File: config.mk
export PLATFORM = sky130hd
export DESIGN_NAME = oc_timer
export DESIGN_NICKNAME = d
export VERILOG_FILES = /design/src/rtl/tmr_pkg.sv /design/src/rtl/tmr_counter.sv /design/src/rtl/tmr_oc_chan.sv /design/src/rtl/oc_timer.sv
export SDC_FILE = /design/constraint.sdc
export NUM_CORES = 1
export LEC_CHECK = 0
export ABC_AREA = 1
export BUFFER_PORTS_ARGS = -buffer_cell sky130_fd_sc_hd__buf_4
export CORE_MARGIN = 1.5
export CORE_UTILIZATION = 35
export CTS_BUF_LIST = sky130_fd_sc_hd__clkbuf_8 sky130_fd_sc_hd__clkbuf_16
export DETAILED_ROUTE_END_ITERATION = 7
export SLEW_MARGIN = 10
export SYNTH_ARGS = -nofsm -noshare
export SYNTH_HDL_FRONTEND = slang
export SYNTH_SLANG_ARGS = --single-unit
File: constraint.sdc
create_clock -name clk -period 4.37 [get_ports clk]
set_input_delay 0.6555 -clock clk [delete_from_list [all_inputs] [get_ports clk]]
set_output_delay 0.6555 -clock clk [all_outputs]
set_load 0.02 [all_outputs]
File: src/rtl/tmr_pkg.sv
package tmr_pkg;

  typedef enum logic [1:0] {
    ACT_KEEP   = 2'b00,
    ACT_TOGGLE = 2'b01,
    ACT_LOW    = 2'b10,
    ACT_HIGH   = 2'b11
  } oc_act_e;

  // Pin value after a match with the given action
  function automatic logic pin_after(input logic cur, input oc_act_e act);
    logic res;
    case (act)
      ACT_TOGGLE: res = ~cur;
      ACT_LOW:    res = 1'b0;
      ACT_HIGH:   res = 1'b1;
      default:    res = cur;
    endcase
    return res;
  endfunction

endpackage

File: src/rtl/tmr_counter.sv
module tmr_counter #(
  parameter int unsigned CNT_W = 16
) (
  input  logic               clk,
  input  logic               rst_n,
  input  logic               tick,
  input  logic               snap_req,
  output logic [CNT_W-1:0]   cnt,
  output logic [CNT_W-1:0]   cnt_nxt,
  output logic [CNT_W/2-1:0] snap_lo,
  output logic               snap_vld
);
  localparam int unsigned HALF_W = CNT_W / 2;

  assign cnt_nxt = cnt + CNT_W'(1);

  always_ff @(posedge clk) begin
    if (!rst_n) begin
      cnt      <= '0;
      snap_lo  <= '0;
      snap_vld <= 1'b0;
    end else begin
      if (tick) cnt <= cnt_nxt;
      snap_vld <= snap_req;
      if (snap_req) snap_lo <= cnt[HALF_W-1:0];
    end
  end
endmodule

File: src/rtl/tmr_oc_chan.sv
module tmr_oc_chan
  import tmr_pkg::*;
#(
  parameter int unsigned CNT_W = 16
) (
  input  logic             clk,
  input  logic             rst_n,
  input  logic             tick,
  input  logic [CNT_W-1:0] cnt_nxt,
  input  logic [CNT_W-1:0] cmp_val,
  input  oc_act_e          act,
  input  logic             allow,
  output logic             hit,
  output logic             pin
);
  logic fire;

  assign hit  = tick && (cnt_nxt == cmp_val);
  assign fire = hit && allow;

  always_ff @(posedge clk) begin
    if (!rst_n) pin <= 1'b0;
    else if (fire) pin <= pin_after(pin, act);
  end
endmodule

File: src/rtl/oc_timer.sv
module oc_timer
  import tmr_pkg::*;
#(
  parameter int unsigned DATA_W  = 8,
  parameter int unsigned ADDR_W  = 6,
  parameter int unsigned N_CH    = 4,
  parameter int unsigned OFF_CHI = 'h0E,
  parameter int unsigned OFF_CLO = 'h0F,
  parameter int unsigned OFF_CMP = 'h18,
  parameter int unsigned OFF_CTL = 'h20
) (
  input  logic              clk,
  input  logic              rst_n,
  input  logic [ADDR_W-1:0] addr,
  input  logic              rd_en,
  input  logic              wr_en,
  input  logic [DATA_W-1:0] wr_data,
  output logic [DATA_W-1:0] rd_data,
  input  logic              prescale_tick,
  input  logic              last_ch_hold,
  output logic [N_CH-1:0]   cmp_out
);
  localparam int unsigned CNT_W = 2 * DATA_W;
  localparam int unsigned CTL_W = 2 * N_CH;
  localparam logic [ADDR_W-1:0] A_CHI = ADDR_W'(OFF_CHI);
  localparam logic [ADDR_W-1:0] A_CLO = ADDR_W'(OFF_CLO);
  localparam logic [ADDR_W-1:0] A_CTL = ADDR_W'(OFF_CTL);

  logic [CNT_W-1:0]  cnt_q, cnt_nxt;
  logic [DATA_W-1:0] snap_lo;
  logic              snap_vld, snap_req;
  logic [CTL_W-1:0]  ctl_q;
  logic [CNT_W-1:0]  cmp_q [N_CH];
  logic [N_CH-1:0]   oc_hit, sel_hi, sel_lo;

  assign snap_req = rd_en && (addr == A_CHI);

  tmr_counter #(.CNT_W(CNT_W)) u_cnt (
    .clk(clk), .rst_n(rst_n), .tick(prescale_tick), .snap_req(snap_req),
    .cnt(cnt_q), .cnt_nxt(cnt_nxt), .snap_lo(snap_lo), .snap_vld(snap_vld)
  );

  for (genvar k = 0; k < N_CH; k++) begin : g_ch
    localparam int unsigned HI_BIT = CTL_W - 1 - 2 * k;
    oc_act_e act_k;
    logic    allow_k;

    assign sel_hi[k] = (addr == ADDR_W'(OFF_CMP + 2 * k));
    assign sel_lo[k] = (addr == ADDR_W'(OFF_CMP + 2 * k + 1));
    assign act_k     = oc_act_e'(ctl_q[HI_BIT -: 2]);
    if (k == N_CH - 1) begin : g_gated
      assign allow_k = !last_ch_hold;
    end else begin : g_free
      assign allow_k = 1'b1;
    end

    tmr_oc_chan #(.CNT_W(CNT_W)) u_chan (
      .clk(clk), .rst_n(rst_n), .tick(prescale_tick), .cnt_nxt(cnt_nxt),
      .cmp_val(cmp_q[k]), .act(act_k), .allow(allow_k),
      .hit(oc_hit[k]), .pin(cmp_out[k])
    );

    always_ff @(posedge clk) begin
      if (!rst_n) cmp_q[k] <= '1;
      else if (wr_en && sel_hi[k]) cmp_q[k][CNT_W-1:DATA_W] <= wr_data;
      else if (wr_en && sel_lo[k]) cmp_q[k][DATA_W-1:0] <= wr_data;
    end
  end

  always_ff @(posedge clk) begin
    if (!rst_n) ctl_q <= '0;
    else if (wr_en && addr == A_CTL) ctl_q <= wr_data[CTL_W-1:0];
  end

  always_comb begin
    rd_data = '0;
    if (rd_en) begin
      if (addr == A_CHI) rd_data = cnt_q[CNT_W-1:DATA_W];
      else if (addr == A_CLO) rd_data = snap_vld ? snap_lo : cnt_q[DATA_W-1:0];
      else if (addr == A_CTL) rd_data = DATA_W'(ctl_q);
      for (int k = 0; k < N_CH; k++) begin
        if (sel_hi[k]) rd_data = cmp_q[k][CNT_W-1:DATA_W];
        if (sel_lo[k]) rd_data = cmp_q[k][DATA_W-1:0];
      end
    end
  end
endmodule

* Word-level counts from Yosys, hierarchy flattened
Memories as Yosys holds them, arrays and structs flattened.
Cells that the tools add are included.
** Storage, ports and cells
- Bits in registers :: 37
- Memory bits (writable) :: 64
- Input port bits :: 20
- Output and inout port bits :: 12
- Memories kept :: 1
** Cells by class
- Add/sub/neg operators :: 1
- Eq/ne operators :: 27
- Multiplexer cells :: 54
- Bitwise operators :: 12
- Reductions and logical operators :: 24
** Memories
- cmp_q :: depth 4, width 16, read ports 4, clocked after memory_dff 0, write ports 4, RTL line oc_timer.sv:33 : logic [CNT_W-1:0] cmp_q [N_CH];
** Operator list (count)
- 8-bit 2-to-1 mux :: 21
- 16-bit equality test :: 4
- 6-bit by 5-bit equality test with 1-bit output (second input constant) :: 8
- 1-bit 2-to-1 mux :: 29
- 16-bit by 1-bit adder with 16-bit output (second input constant) :: 1
- 2-bit equality test (second input constant) :: 8
- 1-bit logical AND :: 15
- 6-bit by 4-bit equality test with 1-bit output (second input constant) :: 2
- 1-bit case mux with 3 select lines :: 4
- 3-bit nonzero test :: 4
- 2-bit by 1-bit equality test with 1-bit output (second input constant) :: 4
- 1-bit bitwise OR :: 8
- 2-bit AND reduction :: 4
- 6-bit equality test (second input constant) :: 1
- 1-bit inverter :: 4
- 1-bit logical NOT :: 1

* Depth between registers and ports, before layout
Gate-level depths: netlist of the first run.
- Depth after elaboration :: 13
- Gate-level depth with buffers :: 19
- Depth with buffers taken out :: 18

* By module
Synthesis of the first run repeated with hierarchy kept, for this count alone.
** Unflattened totals
- Cell total of the unflattened synthesis :: 1073
- Area total of the unflattened synthesis :: 7038.0 sq um
** Modules (own cells, without submodules)
- oc_timer :: times used 1, cells an instance 414, area an instance 3708.6 sq um, sequential area each 2082.0 sq um
- tmr_oc_chan :: times used 4, cells an instance 115, area an instance 509.2 sq um, sequential area each 20.0 sq um
- tmr_counter :: times used 1, cells an instance 199, area an instance 1292.5 sq um, sequential area each 500.5 sq um

* Least setup slack after synthesis of the first run
Ideal clock, no wire load.
- Kind :: input to output
- Start :: in addr[4]
- End :: out rd_data[6]
- Arrival time :: 1.934 ns
- Data required time :: 3.714 ns
- Setup slack :: 1.781 ns
- Cell stages on the path :: 12
- Buffers on the path :: 0
- Cell sequence :: inv_1 -> nor2_1 -> nand3_1 -> nor2_1 -> inv_1 -> nor2_1 -> nor3_1 -> o21ai_0 -> a21oi_1 -> nand3_1 -> o21ai_0 -> a21oi_1
** Between the ends
- Cells in the longest elaborated chain, start to end :: 13
- Elaborated cells on any way between the ends :: 23
- Those cells by class :: 11 x eq/ne; 12 x mux
** Ends and longest elaborated chain
- start, declared :: RTL line oc_timer.sv:14 : input logic [ADDR_W-1:0] addr,
- 6-bit equality test :: RTL line oc_timer.sv:80 : else if (addr == A_CTL) rd_data = DATA_W'(ctl_q);
- 8-bit 2-to-1 mux :: RTL line oc_timer.sv:80
- 8-bit 2-to-1 mux :: RTL line oc_timer.sv:79 : else if (addr == A_CLO) rd_data = snap_vld ? snap_lo : cnt_q[DATA_W-1:0];
- 8-bit 2-to-1 mux :: RTL line oc_timer.sv:78 : if (addr == A_CHI) rd_data = cnt_q[CNT_W-1:DATA_W];
- 8-bit 2-to-1 mux :: RTL line oc_timer.sv:82 : if (sel_hi[k]) rd_data = cmp_q[k][CNT_W-1:DATA_W];
- 8-bit 2-to-1 mux :: RTL line oc_timer.sv:83 : if (sel_lo[k]) rd_data = cmp_q[k][DATA_W-1:0];
- 8-bit 2-to-1 mux :: RTL line oc_timer.sv:82
- 8-bit 2-to-1 mux :: RTL line oc_timer.sv:83
- 8-bit 2-to-1 mux :: RTL line oc_timer.sv:82
- 8-bit 2-to-1 mux :: RTL line oc_timer.sv:83
- 8-bit 2-to-1 mux :: RTL line oc_timer.sv:82
- 8-bit 2-to-1 mux (*) :: RTL line oc_timer.sv:83
- 8-bit 2-to-1 mux (*) :: RTL line oc_timer.sv:77 : if (rd_en) begin
- end, declared :: RTL line oc_timer.sv:18 : output logic [DATA_W-1:0] rd_data,
Mark *: on every way between the ends. The rest lies on a longest branch, timed or not.

* Final worst setup path of the first run
Ends and elaborated chain as after synthesis.

==> metrics.md, run 1 <==
| Metric | Value |
|---|---|
| Outcome | `finished clean` |
| Depth of the worst register-to-register path | `19` |
| Max stage delay on crit path | `250 ps` |
| Logic pwr share | `12.7%` |
| Total CTS buffers | `9` |
| Sequential area share after synthesis | `~42%` |
| Setup TNS | `0 ps` |
| Synth cell types | `between 40 and 50` |
| Max-cap violations | `0` |
| P_leak | `between 2 and 3 nW` |
| Async set-reset flop share out of synthesis | `0%` |
| Fin cells | `~1100` |
| CP top delay family | `simple AND/OR/NAND/NOR gates` |
| Worst-path fanout max | `8` |
| CP max stage cell | `nor3_1` |
| Core region area | `between 15000 and 20000 µm²` |
| Sequential share of power | `slightly above 50%` |
| Worst Min Path Start | `u_cnt.snap_lo[6]` |
| Placer Congestion | `roughly 1` |
| Antenna Cells | `0` |
| DRT Pass-1 Iters | `5` |
| PortBufs | `31` |
| Share of cells above drive strength 1 | `11.42%` |
| Final wirelength | `around 21000 µm` |
| WP buf/inv | `4` |
| Max-slew headroom | `a little under a quarter` |
| Unrepaired setup endpoints after global routing | `false` |
| Worst path required time | `roughly 3700 ps` |
| Most frequent CP cell | `nor2_1` |
| PnR worst setup slack | `1332 ps` |
| Yosys warnings | `0` |
| Achievable clock frequency | `between 0.3 and 0.4 GHz` |
| Hold EP | `u_cnt.snap_lo[6]` |
| Critical path type | `in -> out` |
| Most frequent cells in the layout | `nand2_1, inv_1, nand3_1` |
| Ys flop type | `edfxtp_1` |
| Vias | `5830` |
| Clock transition at path regs | `70 ps` |
| Peak VDD IR | `0.2068 mV` |
| Avg Cell Area, Syn | `7.420 µm²` |
| CTS Sinks | `between 100 and 150` |
| Vias in the first global route | `5380` |
| GRT Overall Usage | `about a quarter` |
| Leading cell type in the layout, fill and taps excluded | `nand2_1` |
| Final hold violation count | `0` |
| # rows | `48` |
| Drt via density | `~5.3` |
| Cells after Synth | `850` |
| Die area | `about 19000 µm²` |
| Sw power | `0.0006275 W` |
| Pin count of the biggest net entering global routing | `39` |
| Worst r2r dst | `g_ch[2].u_chan.pin` |
| EDFF count, synth | `64` |
| Clk_skew | `approximately 11 ps` |
| Clock share of power | `between 30 and 40%` |
| Clock tree buffer depth | `2` |
| Uppermost layer routed | `met4` |
| Post-CTS sizing | `0` |
| Sw Share | `about 28%` |
| HPWL Detailed | `approximately 17000 µm` |
| Clock latency on the worst-skew pair | `around 370 ps` |
| Final min period | `3038 ps` |
| Post-CTS Setup Inserts | `0` |
| Final period util | `between 60% and 70%` |
| Routed met1 length | `9492 µm` |
| Post-route antenna net violation count | `0` |
| Area growth syn-to-layout | `10.77%` |
| CTS tree | `done` |
| Mapped Nets | `a little under 900` |
| Die width | `~140 µm` |
| Worst-Margin Slew | `about 1100 ps` |
| CTS Root Cell | `clkbuf_16` |
| Reg2reg setup slack | `between 1000 and 1500 ps` |
| # hold bufs at CTS | `0` |
| Antenna violations before repair | `0` |
| Reg-to-Reg Start | `u_cnt.cnt[0]` |
| Final Max Slew Viols | `0` |
| Setup violators final | `0` |
| First-pass GRT wire length | `around 32000 µm` |
| Max H-tree Level | `3` |
| NumNets Final | `a little under 900` |
| Routed wl met3 | `approximately 1500 µm` |
| Total global routing overflow | `0` |
| Crit end category | `output pin` |
| Hold path depth | `2` |
| Placed cell count | `between 1000 and 1500` |
| Internal power | `approximately 0.0016 W` |
| Number of synthesized register bits | `~100` |
| Setup crit start kind | `input pin` |
| Routed len/inst | `between 15 and 20 µm` |
| Worst path arrival time | `2380 ps` |
| Die height | `~140 µm` |
| Drt drc | `0` |
| Worst slack at placement | `between 1000 and 1500 ps` |
| Crit-path cells | `buf_4, inv_1, nor2_1, nand3_1, nor2_1, inv_1, nor2_1, nor3_1, o21ai_0, a21oi_1, nand3_1, o21ai_0, a21oi_1, buf_4` |
| Top Ports | `32` |
| CP startpoint | `addr[4]` |
| Cell Pwr Density | `between 300 and 400 nW/µm²` |
| Metal2 WL | `9334 µm` |
| Starting Density | `between 30% and 40%` |
| Post-Synthesis Cell Area | `6307 µm²` |
| Min-Delay Path Class | `reg -> reg` |
| Starting DRT DRC Count | `approximately 420` |
-- cells in the mapped netlist, types with 2 or more instances --
| library cell | instances | share of area (%) |
|---|---|---|
| buf_4 | 5 | 0.60 |
| dfxtp_1 | 37 | 12 |
| nor2_4 | 2 | 0.36 |
| nand2_2 | 20 | 2.0 |
| edfxtp_1 | 64 | 30 |
| nor2_1 | 61 | 3.6 |
| nand3b_1 | 12 | 1.4 |
| or2_2 | 2 | 0.20 |
| nor3_1 | 17 | 1.3 |
| clkinv_1 | 11 | 0.65 |
| clkbuf_1 | 11 | 0.65 |
| o21ai_4 | 3 | 0.77 |
| nand2_1 | 219 | 13 |
| o22ai_1 | 6 | 0.60 |
| nand3_2 | 2 | 0.32 |
| nand4_1 | 13 | 1.3 |
| xnor2_1 | 6 | 0.83 |
| nand2_4 | 4 | 0.71 |
| buf_6 | 5 | 0.89 |
| nand3_1 | 67 | 5.3 |
| nor2_2 | 14 | 1.4 |
| a21oi_1 | 54 | 4.3 |
| o211ai_1 | 4 | 0.48 |
| xor2_1 | 15 | 2.1 |
| inv_1 | 109 | 6.5 |
| o2111ai_1 | 3 | 0.42 |
| and2_1 | 2 | 0.20 |
| o21ai_0 | 64 | 5.1 |
| o221ai_1 | 5 | 0.69 |
-- cell families (layout without fill, tap and decap cells) --
| family | after synthesis | count (layout) | share of synthesized area (%) |
|---|---|---|---|
| and+or+nand+nor | 440 | 440 | 32.20 |
| buffers and inverters | 144 | 170 | 9.522 |
| AOI/OAI and AO/OA | 142 | 142 | 12.70 |
| DFF | 101 | 101 | 42.21 |
| xor gates and xnor gates | 22 | 22 | 3.174 |
| adders and majority gates | 1 | 1 | 0.1983 |
-- worst reg2reg max path: stages, from the launching register on --
cell	delay [ps]
dfxtp_1	320
buf_4	250
ha_1	450
nand2_2	150
nor2_2	310
nand2_2	100
nand2_1	80
nand2_2	110
nand2_1	110
nand2_1	60
clkinv_1	40
nand2_1	70
nor2_1	230
nand2_1	80
nor2_1	150
nand3_1	100
nand2_1	60
nand2_1	40
nand2_1	60
nor2_2	30
-- per-stage QoR --
step	utilization, %	cell area, µm²	hold slack, ps	power, W
2_1_floorplan	-	6307	428.6	0.001297
3_3_place_gp	38.33	6699	443.5	0.001406
3_5_place_dp	38.33	6699	450.2	0.001407
4_1_cts	39.98	6987	460.5	0.002211
5_1_grt	39.98	6987	492.4	0.002287
6_report	39.98	6987	459.1	0.002213
-- worst max-delay path by stage --
| stage | to | slack (ps) | cells past startpoint |
|---|---|---|---|
| floorplan | rd_data[6] | 1780 | 12 |
| global placement | cmp_q[1][13] | 1410 | 7 |
| detailed placement | rd_data[6] | 1350 | 14 |
| CTS | rd_data[6] | 1350 | 14 |
| global route | rd_data[7] | 1150 | 10 |
| finish | rd_data[6] | 1330 | 14 |
-- layout make-up --
class / instances / area (µm²)
clock inverters: 6 / 62.56
clock buffers: 9 / 225.2
multi-input cells: 605 / 3044
flip-flops and latches: 101 / 2663
repair buffers: 34 / 255.2
fillers: 1810 / 10490
well taps: 225 / 281.5
inverters: 121 / 455.4
-- power by group through the flow --
stage | clock (W) | combinational, W | sequential (W)
4_1_cts | 0.000824 | 0.000276 | 0.00111
2_1_floorplan | 0 | 0.000195 | 0.00110
6_report | 0.000820 | 0.000280 | 0.00111
3_5_place_dp | 0 | 0.000275 | 0.00113
3_3_place_gp | 0 | 0.000274 | 0.00113
5_1_grt | 0.000859 | 0.000312 | 0.00112
-- sequential cells by signal (all words and copies together) (netlist names) --
| register | count |
|---|---|
| u_cnt.snap_lo | 8 |
| u_cnt.snap_vld | 1 |
| ctl_q | 8 |
| cmp_q | 64 |
| u_cnt.cnt | 16 |
| g_ch.u_chan.pin | 4 |
-- per-layer routing --
layer	track usage, %	up-vias
li1	-	2838
met1	32.29	2722
met2	37.10	220
met3	4.783	50
met4	10.58	0
met5	0	-
Note: power is estimated with default switching activity, not from simulation.
==> run 2: changes to the inputs <==
Settings changed: ABC_AREA 1 to 0.
Clock period 4.37 ns to 3.1 ns, I/O delays scaled along.
==> run 2 against run 1 <==
First-iteration DRC count is 55% higher. Setup slack worse by 1200 ps. Die area is 2.8% higher. Global-route usage is 0.16 points lower. Combinational power is 18% higher.
==> metrics.md, run 2 <==
| Metric | Value |
|---|---|
| Outcome | `finished clean` |
| Footprint of the multi-input gates | `roughly 3600 µm²` |
| CP top delay family | `buffers and inverters` |
| Post-DP Area | `between 7000 and 8000 µm²` |
| Final period util | `approximately 97%` |
| Most frequent CP cell | `buf_4` |
| Starting DRT DRC Count | `646` |
| Register cell area after layout | `2665 µm²` |
| Worst-path fanout max | `17` |
| Synth cell types | `70` |
| Min Hold Slack | `about 450 ps` |
| PnR worst setup slack | `a little under 90 ps` |
| Starting Density | `35.88%` |
| Clock tree buffer depth | `2` |
| Final wirelength | `around 23000 µm` |
| Worst r2r dst | `g_ch[0].u_chan.pin` |
| Worst slack at placement | `between 40 and 50 ps` |
| Routed len/inst | `~24 µm` |
| NumNets Final | `750` |
| Antenna violations before repair | `0` |
| Top cell type's share of synthesized area | `between 20 and 30%` |
| Min-Delay Path Class | `in -> reg` |
| GRT Overall Usage | `between 20% and 30%` |
| First-pass GRT wire length | `around 34000 µm` |
| # rows | `just under 50` |
| Clk_skew | `about 11 ps` |
| Setup violators final | `0` |
| Core region area | `18090 µm²` |
| Total CTS buffers | `9` |
| Post-Synthesis Cell Area | `between 6000 and 7000 µm²` |
| Final hold violation count | `0` |
| Total global routing overflow | `0` |
| Largest Register | `cmp_q` |
| Max-cap violations | `0` |
| Routed met1 length | `~9800 µm` |
| Max reg flops | `64` |
| Drt via density | `a little under 6` |
| Die area | `around 19000 µm²` |
| Mapped Nets | `~700` |
| Peak VDD IR | `between 0.2 and 0.3 mV` |
| Max H-tree Level | `3` |
| Ys flop type | `edfxtp_1` |
| Cell Pwr Density | `between 400 and 500 nW/µm²` |
| Vias | `between 5000 and 6000` |
| Worst path depth | `10` |
| Achievable clock frequency | `about 0.33 GHz` |
| Die height | `~140 µm` |
| Drt drc | `0` |
| Placer Congestion | `around 1.0` |
| # hold bufs at CTS | `0` |
| Leading cell type in the layout, fill and taps excluded | `buf_4` |
| Final min period | `3012 ps` |
| Final Max Slew Viols | `0` |
| Worst path required time | `roughly 2600 ps` |
| Clock latency on the worst-skew pair | `about 360 ps` |
| Final cell area excluding filler cells | `~7600 µm²` |
| Avg Cell Area, Syn | `roughly 9.6 µm²` |
| Metal2 WL | `10210 µm` |
| Die width | `between 100 and 150 µm` |
| Fin cells | `slightly below 1000` |
| Antenna Cells | `0` |
| Routed wl met3 | `between 1500 and 2000 µm` |
| CTS Root Cell | `clkbuf_16` |
| Number of synthesized register bits | `just over 100` |
| Ranking of synthesized cells by area | `edfxtp_1, dfxtp_1, xnor2_1` |
| Pin count of the biggest net entering global routing | `38` |
| Post-route antenna net violation count | `0` |
| Depth of the worst register-to-register path | `8` |
| Setup crit start kind | `input pin` |
| Placed cell count | `946` |
| CP max stage cell | `a211oi_1` |
| Worst Min Path Start | `wr_data[0]` |
| Yosys warnings | `0` |
| PortBufs | `31` |
| P_leak | `~2.6 nW` |
| List of most frequent post-synthesis cells | `edfxtp_1, xnor2_1, nand2_1` |
| Yosys top cell by area | `edfxtp_1` |
| Largest regs | `cmp_q: 64 flops, u_cnt.cnt: 16 flops` |
| Cells after Synth | `between 600 and 700` |
| Share of cells above drive strength 1 | `approximately 19%` |
| EDFF count, synth | `64` |
| Most frequent cells in the layout | `buf_4, edfxtp_1, xnor2_1` |
| CTS tree | `done` |
| Max stage delay on crit path | `360 ps` |
| Uppermost layer routed | `met4` |
| Fin util | `approximately 42%` |
| Sequential area share after synthesis | `around two fifths` |
| Worst path arrival time | `2550 ps` |
| Critical path type | `in -> out` |
| Crit-path cells | `buf_4, or2_2, nor4_2, buf_4, a221oi_1, a21oi_1, nor2_1, a211oi_1, buf_4, buf_4` |
| Hold EP | `ctl_q[0]` |
| Crit end category | `output pin` |
| Reg-to-Reg Start | `u_cnt.cnt[0]` |
| Async set-reset flop share out of synthesis | `0%` |
| Hold path depth | `3` |
| Filler cell count | `between 1500 and 2000` |
| Max-slew headroom | `44.82%` |
| Top Ports | `32` |
| WP buf/inv | `4` |
| Worst-Margin Slew | `approximately 820 ps` |
| CTS Sinks | `101` |
| Most frequent cell after synthesis | `edfxtp_1` |
| Clock transition at path regs | `roughly 70 ps` |
| Area growth syn-to-layout | `17.45%` |
| Vias in the first global route | `around 5500` |
| Reg2reg setup slack | `around 120 ps` |
| DRT Pass-1 Iters | `6` |
| HPWL Detailed | `approximately 18000 µm` |
-- run 2: cell types whose count changed in the layout (fill, tap and decap cells not counted), sizes merged, moves of 30 or more --
| cell | change |
|---|---|
| nand2 | -190 |
| inv | -101 |
| buf | +61 |
| xnor2 | +48 |
| o21ai | -37 |
| or3 | +34 |
| nand2b | +32 |
| nor2 | -32 |
| nand3 | -30 |
-- run 2: cell families after synthesis --
kind of cell / share of synthesized area [%]
buf+inv: 3.895
fa+ha+maj: 0.1928
compound gates: 12.11
simple gates: 23.66
xor+xnor: 14.79
flops: 41.03
mux: 4.319
-- run 2: where the power goes --
group	switching, W	internal [W]
Clock	0.000546	0.000641
Combinational	0.000181	0.000148
Sequential	0.0000808	0.00148
Total	0.000808	0.00227
-- run 2: worst max-delay path by stage --
stage                             from                 end
after floorplan           u_cnt.cnt[1]  g_ch[0].u_chan.pin
after global placement         addr[1]          rd_data[7]
after detailed placement  u_cnt.cnt[2]  g_ch[0].u_chan.pin
after CTS                 u_cnt.cnt[2]  g_ch[0].u_chan.pin
after global routing      u_cnt.cnt[2]  g_ch[3].u_chan.pin
final                          addr[1]          rd_data[7]
-- run 2: layer usage --
metal  global-route usage (%)  up-vias
met1                    32.67     2736
met4                    10.02        0
li1                         -     2583
met2                    37.11      269
met3                    3.867       54
met5                        0        -
-- run 2: repair_timing --
action                     CTS  global route
hold endpoints to repair     0             0
gates resized for setup      0             8
buffers inserted             0             1
setup endpoints to repair    0             4
-- run 2: worst register-to-register path: cells and delay by family (launching register included) --
family,cells,cell delay [ps]
simple gates,5,1860
compound gates,2,450
fa+ha+maj,1,200
flops,1,390
-- run 2: cell type report --
cell class,count,area share [%]
clock inverter,7,1.084
timing repair buffer,95,9.358
multi-input combinational,515,47.53
clock buffer,9,2.955
tap,229,3.760
sequential,101,34.97
inverter,7,0.3448
-- run 2: metrics by stage --
step	TNS [ps]	total power, W
3_5_place_dp	0	0.001909
6_report	0	0.003075
3_3_place_gp	0	0.001906
2_1_floorplan	0	0.001738
4_1_cts	0	0.003089
5_1_grt	-2.521	0.003161
